$ cat config.mk
export PLATFORM = sky130hd
export DESIGN_NAME = sonet_byte_aligner
export DESIGN_NICKNAME = d
export VERILOG_FILES = /design/src/rtl/sba_pkg.sv /design/src/rtl/sba_pattern_match.sv /design/src/rtl/sba_phase_ctr.sv /design/src/rtl/sba_align_ctrl.sv /design/src/rtl/sba_out_stage.sv /design/src/rtl/sonet_byte_aligner.sv
export SDC_FILE = /design/constraint.sdc
export NUM_CORES = 1
export LEC_CHECK = 0
export CAP_MARGIN = 20
export CORE_ASPECT_RATIO = 2
export CORE_MARGIN = 3
export CORE_UTILIZATION = 35
export DETAILED_ROUTE_END_ITERATION = 8
export DONT_BUFFER_PORTS = 1
export GPL_TIMING_DRIVEN = 0
export MAX_ROUTING_LAYER = met4
export REMOVE_ABC_BUFFERS = 1
export SYNTH_ARGS = -nofsm -noshare
export SYNTH_HDL_FRONTEND = slang
export SYNTH_SLANG_ARGS = --single-unit
$ cat constraint.sdc
create_clock -name clk -period 1.9 [get_ports clk]
set_clock_uncertainty 0.15 [all_clocks]
set_input_delay 0.475 -clock clk [delete_from_list [all_inputs] [get_ports clk]]
set_output_delay 0.475 -clock clk [all_outputs]
set_load 0.005 [all_outputs]
$ cat src/rtl/sba_pkg.sv
package sba_pkg;

    localparam int unsigned SBA_BYTE_W  = 8;
    localparam int unsigned SBA_A1_RUN  = 3;
    localparam int unsigned SBA_A2_RUN  = 3;
    localparam logic [7:0]  SBA_A1_BYTE = 8'hF6;
    localparam logic [7:0]  SBA_A2_BYTE = 8'h28;

    typedef enum logic [0:0] {
        ST_HUNT = 1'b0,
        ST_LOCK = 1'b1
    } align_state_e;

    // Per-cycle capture control handed from the controller to the output stage
    typedef struct packed {
        logic strobe;   // capture a word on this clock
        logic fpulse;   // captured word closes a framing run
        logic mute;     // captured word is forced to zero
    } cap_ctl_t;

    function automatic logic hold_off(input logic oof, input logic los);
        return oof | los;
    endfunction

endpackage

$ cat src/rtl/sba_pattern_match.sv
module sba_pattern_match
    import sba_pkg::*;
#(
    parameter int unsigned       BYTE_W = SBA_BYTE_W,
    parameter int unsigned       A1_RUN = SBA_A1_RUN,
    parameter int unsigned       A2_RUN = SBA_A2_RUN,
    parameter logic [BYTE_W-1:0] A1_VAL = SBA_A1_BYTE,
    parameter logic [BYTE_W-1:0] A2_VAL = SBA_A2_BYTE
) (
    input  logic              clk,
    input  logic              rst,
    input  logic              bit_i,
    output logic              match_o,
    output logic [BYTE_W-1:0] recent_byte_o
);
    localparam int unsigned SLOTS = A1_RUN + A2_RUN;
    localparam int unsigned HIST_W = SLOTS * BYTE_W;

    logic [HIST_W-1:0] hist_q;
    logic [SLOTS-1:0]  slot_hit;

    // Newest bit enters at bit 0; the oldest framing byte ends up on top
    always_ff @(posedge clk) begin
        if (rst) begin
            hist_q <= '0;
        end else begin
            hist_q <= {hist_q[HIST_W-2:0], bit_i};
        end
    end

    // Slot 0 is the most recent byte; the lowest A2_RUN slots hold the second value
    for (genvar s = 0; s < SLOTS; s++) begin : g_slot
        localparam logic [BYTE_W-1:0] SLOT_REF = (s < A2_RUN) ? A2_VAL : A1_VAL;
        assign slot_hit[s] = (hist_q[s*BYTE_W +: BYTE_W] == SLOT_REF);
    end

    assign match_o       = &slot_hit;
    assign recent_byte_o = hist_q[BYTE_W-1:0];

endmodule

$ cat src/rtl/sba_phase_ctr.sv
module sba_phase_ctr
    import sba_pkg::*;
#(
    parameter int unsigned BYTE_W = SBA_BYTE_W
) (
    input  logic clk,
    input  logic rst,
    input  logic realign_i,
    output logic boundary_o
);
    localparam int unsigned PH_W  = (BYTE_W > 1) ? $clog2(BYTE_W) : 1;
    localparam logic [PH_W-1:0] PH_LAST = PH_W'(BYTE_W - 1);
    localparam logic [PH_W-1:0] PH_ONE  = PH_W'(1);

    logic [PH_W-1:0] phase_q;

    // phase_q counts bits of the current word already in the history
    always_ff @(posedge clk) begin
        if (rst) begin
            phase_q <= '0;
        end else if (realign_i) begin
            phase_q <= PH_ONE;
        end else if (phase_q == PH_LAST) begin
            phase_q <= '0;
        end else begin
            phase_q <= phase_q + PH_ONE;
        end
    end

    assign boundary_o = (phase_q == '0);

endmodule

$ cat src/rtl/sba_align_ctrl.sv
module sba_align_ctrl
    import sba_pkg::*;
(
    input  logic         clk,
    input  logic         rst,
    input  logic         match_i,
    input  logic         boundary_i,
    input  logic         oof_i,
    input  logic         los_i,
    output align_state_e state_o,
    output logic         realign_o,
    output cap_ctl_t     ctl_o
);
    align_state_e state_q;
    align_state_e state_d;
    logic         blocked;
    logic         take_lock;

    assign blocked   = hold_off(oof_i, los_i);
    assign take_lock = (state_q == ST_HUNT) && match_i && !blocked;

    always_comb begin
        state_d = state_q;
        if (blocked) begin
            state_d = ST_HUNT;
        end else if (take_lock) begin
            state_d = ST_LOCK;
        end
    end

    always_ff @(posedge clk) begin
        if (rst) begin
            state_q <= ST_HUNT;
        end else begin
            state_q <= state_d;
        end
    end

    always_comb begin
        ctl_o.strobe = boundary_i || take_lock;
        ctl_o.fpulse = ctl_o.strobe && match_i && !blocked;
        ctl_o.mute   = los_i;
    end

    assign realign_o = take_lock;
    assign state_o   = state_q;

endmodule

$ cat src/rtl/sba_out_stage.sv
module sba_out_stage
    import sba_pkg::*;
#(
    parameter int unsigned BYTE_W = SBA_BYTE_W
) (
    input  logic              clk,
    input  logic              rst,
    input  cap_ctl_t          ctl_i,
    input  logic [BYTE_W-1:0] byte_i,
    output logic [BYTE_W-1:0] byte_o,
    output logic              vld_o,
    output logic              fpulse_o
);
    logic [BYTE_W-1:0] word_q;
    logic              vld_q;
    logic              fp_q;

    always_ff @(posedge clk) begin
        if (rst) begin
            word_q <= '0;
            vld_q  <= 1'b0;
            fp_q   <= 1'b0;
        end else begin
            vld_q <= ctl_i.strobe;
            fp_q  <= ctl_i.fpulse;
            if (ctl_i.strobe) begin
                word_q <= ctl_i.mute ? '0 : byte_i;
            end
        end
    end

    assign byte_o   = word_q;
    assign vld_o    = vld_q;
    assign fpulse_o = fp_q;

endmodule

$ cat src/rtl/sonet_byte_aligner.sv
module sonet_byte_aligner
    import sba_pkg::*;
#(
    parameter int unsigned       BYTE_W = SBA_BYTE_W,
    parameter int unsigned       A1_RUN = SBA_A1_RUN,
    parameter int unsigned       A2_RUN = SBA_A2_RUN,
    parameter logic [BYTE_W-1:0] A1_VAL = SBA_A1_BYTE,
    parameter logic [BYTE_W-1:0] A2_VAL = SBA_A2_BYTE
) (
    input  logic              clk,
    input  logic              rst,
    input  logic              ser_bit_i,
    input  logic              oof_i,
    input  logic              los_i,
    output logic [BYTE_W-1:0] byte_o,
    output logic              byte_vld_o,
    output logic              frame_pulse_o,
    output logic              locked_o
);
    logic              hit;
    logic [BYTE_W-1:0] cur_byte;
    logic              at_boundary;
    logic              realign;
    align_state_e      state;
    cap_ctl_t          cap_ctl;

    sba_pattern_match #(
        .BYTE_W(BYTE_W),
        .A1_RUN(A1_RUN),
        .A2_RUN(A2_RUN),
        .A1_VAL(A1_VAL),
        .A2_VAL(A2_VAL)
    ) u_match (
        .clk          (clk),
        .rst          (rst),
        .bit_i        (ser_bit_i),
        .match_o      (hit),
        .recent_byte_o(cur_byte)
    );

    sba_phase_ctr #(
        .BYTE_W(BYTE_W)
    ) u_phase (
        .clk       (clk),
        .rst       (rst),
        .realign_i (realign),
        .boundary_o(at_boundary)
    );

    sba_align_ctrl u_ctrl (
        .clk       (clk),
        .rst       (rst),
        .match_i   (hit),
        .boundary_i(at_boundary),
        .oof_i     (oof_i),
        .los_i     (los_i),
        .state_o   (state),
        .realign_o (realign),
        .ctl_o     (cap_ctl)
    );

    sba_out_stage #(
        .BYTE_W(BYTE_W)
    ) u_out (
        .clk     (clk),
        .rst     (rst),
        .ctl_i   (cap_ctl),
        .byte_i  (cur_byte),
        .byte_o  (byte_o),
        .vld_o   (byte_vld_o),
        .fpulse_o(frame_pulse_o)
    );

    assign locked_o = (state == ST_LOCK);

endmodule

==> impl_metrics.py <==
metrics = {
    "status": {
        "status": "complete, but fails checks",
        "violations": "negative setup slack",
    },
    "synth": {
        "ys_seq_area_frac": 0.599,
        "synth_top_family_by_area": "simple AND/OR/NAND/NOR gates",
        "synthMuxAreaShare": 0,
        "yosysTopAreaCell": "dfxtp_1",
        "synthArstFlopShare": 0,
        "ys.flop_type": "dfxtp_1",
        "netlist_instances": 190,
        "synthXorXnorAreaFrac": 0,
        "yosysMostFrequentCell": "dfxtp_1",
        "synth.distinct_cells": 26,
        "netlist_area_um2": 2070,
        "synth_edf_count": 0,
        "ys_ff_latch": 62,
        "yosys_warnings": 0,
        "synth_area_leaders": "dfxtp_1 60%, nor2b_1 15%, o41ai_1 3.4%",
        "syn_area_per_cell_um2": 10.9,
        "synth_top_area_frac": 0.599,
        "synth-compound-area-share": 0.0616,
        "synthTopCellsByCount": "62 x dfxtp_1, 49 x nor2b_1, 10 x inv_1, 9 x clkbuf_1",
        "synthSimpleGateAreaFrac": 0.279,
        "synthAdderAreaFrac": 0.0181,
    },
    "cells_and_area": {
        "nNetsFinal": 206,
        "drive_above_1_share": 0.236,
        "diodes": 0,
        "area_growth_syn_to_layout_pct": 25.3,
        "fin_util": 0.455,
        "instances_no_fill": 264,
        "finalInstanceArea_um2": 2600,
    },
    "routing": {
        "routed_wl_um": 3800,
        "postRouteAntennaNets": 0,
        "drt-wirelength-per-cell_um": 14.4,
        "remaining_drc_errors": 0,
        "route.detailed.vias_per_inst": 5.03,
        "drtIter0Drc": 18,
        "vias": 1329,
        "dr.pass1.iters": 4,
    },
    "worst_setup_path": {
        "path_max_fanout": 5,
        "worstPathRequired_ns": 1.98,
        "max_stage_delay_ns": 0.55,
        "slowest_stage": "or4_4",
        "setup.worst_path.start_class": "flop",
        "arrival_ns": 2.05,
        "end_kind": "flop",
        "path_cells": "nand4bb_1 > or4_4 > nor4b_4 > buf_4 > buf_12 > o21ai_2 > o41ai_1",
        "crit_type": "flop to flop",
    },
    "placement": {
        "place_hpwl_um": 2180,
        "placed_cells": 240,
        "dpl_cell_area_um2": 2100,
        "port_buffers": 0,
        "place_congestion": 0.702,
    },
    "timing": {
        "finalSetupViolCount": 10,
        "hold_violations": 0,
        "whs_ns": 0.0679,
        "setup_ws_ns": -0.0761,
        "max-slew-margin-rel": 0.429,
        "finalCriticalPeriod_ns": 1.98,
        "slew_violations": 0,
        "min_period_over_period": 1.04,
        "worst_pin_slew_ns": 0.853,
        "fmax_mhz": 506,
        "rsz0062_at_grt": "true",
    },
    "global_route": {
        "antenna_found_initial": 0,
        "grt_pass1_wl_um": 6510,
        "overflow": 0,
        "grt_usage": 0.134,
        "grt_max_degree": 69,
        "grt_pass1_vias": 1365,
    },
    "clock_tree": {
        "cts_buffers": 9,
        "cts.clk_slew.worst_paths_ns": 0.05,
        "htreeDepth": 3,
        "cts_tree": "yes",
        "ctsHoldBuffers": 0,
        "cts_root_buf": "clkbuf_16",
        "cts.sinks": 62,
        "insertion_delay_ns": 0.33,
        "clk_path_buf_depth": 2,
    },
    "floorplanning": {
        "die_x_um": 60.4,
        "rows": 39,
        "core_um2": 5710,
        "initial_utilization": 0.363,
        "fp.dieH_um": 115,
        "die_area_um2": 6940,
        "num_io_pins": 16,
    },
    "power": {
        "leakagePower_nw": 0.996,
        "p_int_mw": 2.48,
        "comb_power_share": 0.017,
        "p_sw_mw": 0.587,
        "seq_power_share": 0.431,
        "power_frac_clock": 0.552,
        "swShare": 0.191,
        "power.density_nw_per_um2": 1180,
        "vdd_drop_max_mv": 0.956,
    },
    "min_path": {
        "min_path_type": "primary input to flop",
    },
    "job": {
        "cap_violations": 0,
    },
}
-- layout by cell type, fill, tap and decap left out, types with 2 or more instances in the layout --
cell type / n
and3_1: 2
buf_4: 6
clkbuf_16: 9
clkbuf_8: 4
clkinv_2: 2
dfxtp_1: 58
dfxtp_2: 4
ha_1: 3
inv_1: 10
nand4_1: 4
nand4bb_1: 2
nor2_1: 2
nor2_2: 2
nor2b_1: 48
nor3_1: 2
nor3b_1: 8
nor4_1: 2
nor4bb_1: 2
o21ai_2: 7
o41ai_1: 5
o41ai_2: 3
-- through the flow --
step           TNS [ns]  total power [mW]  setup WS (ns)
2_1_floorplan     -1.00              1.38         -0.116
4_1_cts           -1.11              3.11         -0.120
3_3_place_gp      -3.56              1.39         -0.416
5_1_grt           -1.22              3.18         -0.145
3_5_place_dp      -3.61              1.39         -0.432
6_report         -0.578              3.07        -0.0761
-- critical path, delay by kind of cell (launching register included) --
family / cells / cell delay (ns)
flip-flops: 1 / 0.30
AND/OR/NAND/NOR: 3 / 0.96
AO/OA/AOI/OAI: 2 / 0.13
buffers and inverters: 2 / 0.33
-- power by group through the flow --
stage | sequential [mW] | combinational, mW | clock, mW
detailed placement | 1.35 | 0.0433 | 0
CTS | 1.32 | 0.0499 | 1.73
finish | 1.32 | 0.0526 | 1.70
floorplan | 1.35 | 0.0351 | 0
global route | 1.32 | 0.0594 | 1.80
global placement | 1.35 | 0.0432 | 0
-- registers in the layout (all words and copies together), names as in the netlist --
name,flops
u_ctrl.state_o,1
u_out.fpulse_o,1
u_out.vld_o,1
u_out.byte_o,8
u_phase.phase_q,3
u_match.hist_q,48
-- cell type report --
type                            count  area, µm²
Fill cell                         540       3110
Sequential cell                    62       1250
Multi-Input combinational cell    107        826
Clock buffer                       13        280
Timing Repair Buffer                8       92.6
Tap cell                           61       76.3
Clock inverter                      3       40.0
Inverter                           10       37.5
-- path summary, 6_finish.rpt --
path,endpoint,slack [ns],startpoint,cells after the start
worst min-delay path,u_match.hist_q[44],0.07,rst,1
worst max-delay path,u_out.byte_o[4],-0.08,u_match.hist_q[27],7
worst min register to register,u_match.hist_q[33],0.31,u_match.hist_q[32],1
worst max register to register,u_out.byte_o[4],-0.08,u_match.hist_q[27],7
-- logic make-up after synthesis --
family / count (synthesis)
and+or+nand+nor: 85
DFF: 62
buffers and inverters: 21
AOI/OAI and AO/OA: 19
adders and majority gates: 3
-- timing repair --
item	in CTS	in global routing
pin swaps	3	4
resized for setup	14	9
setup buffers	4	3
cloned	2	0
endpoints found under the setup margin	13	13
-- layer usage --
layer  global-route usage  share of wire  vias up
met1                0.151           0.43      633
met4               0.0912          0.033        0
li1                     -              -      663
met3               0.0472          0.043       11
met2                0.194           0.50       22
met5                    -              0        -
(Power assumes the default switching activity.)
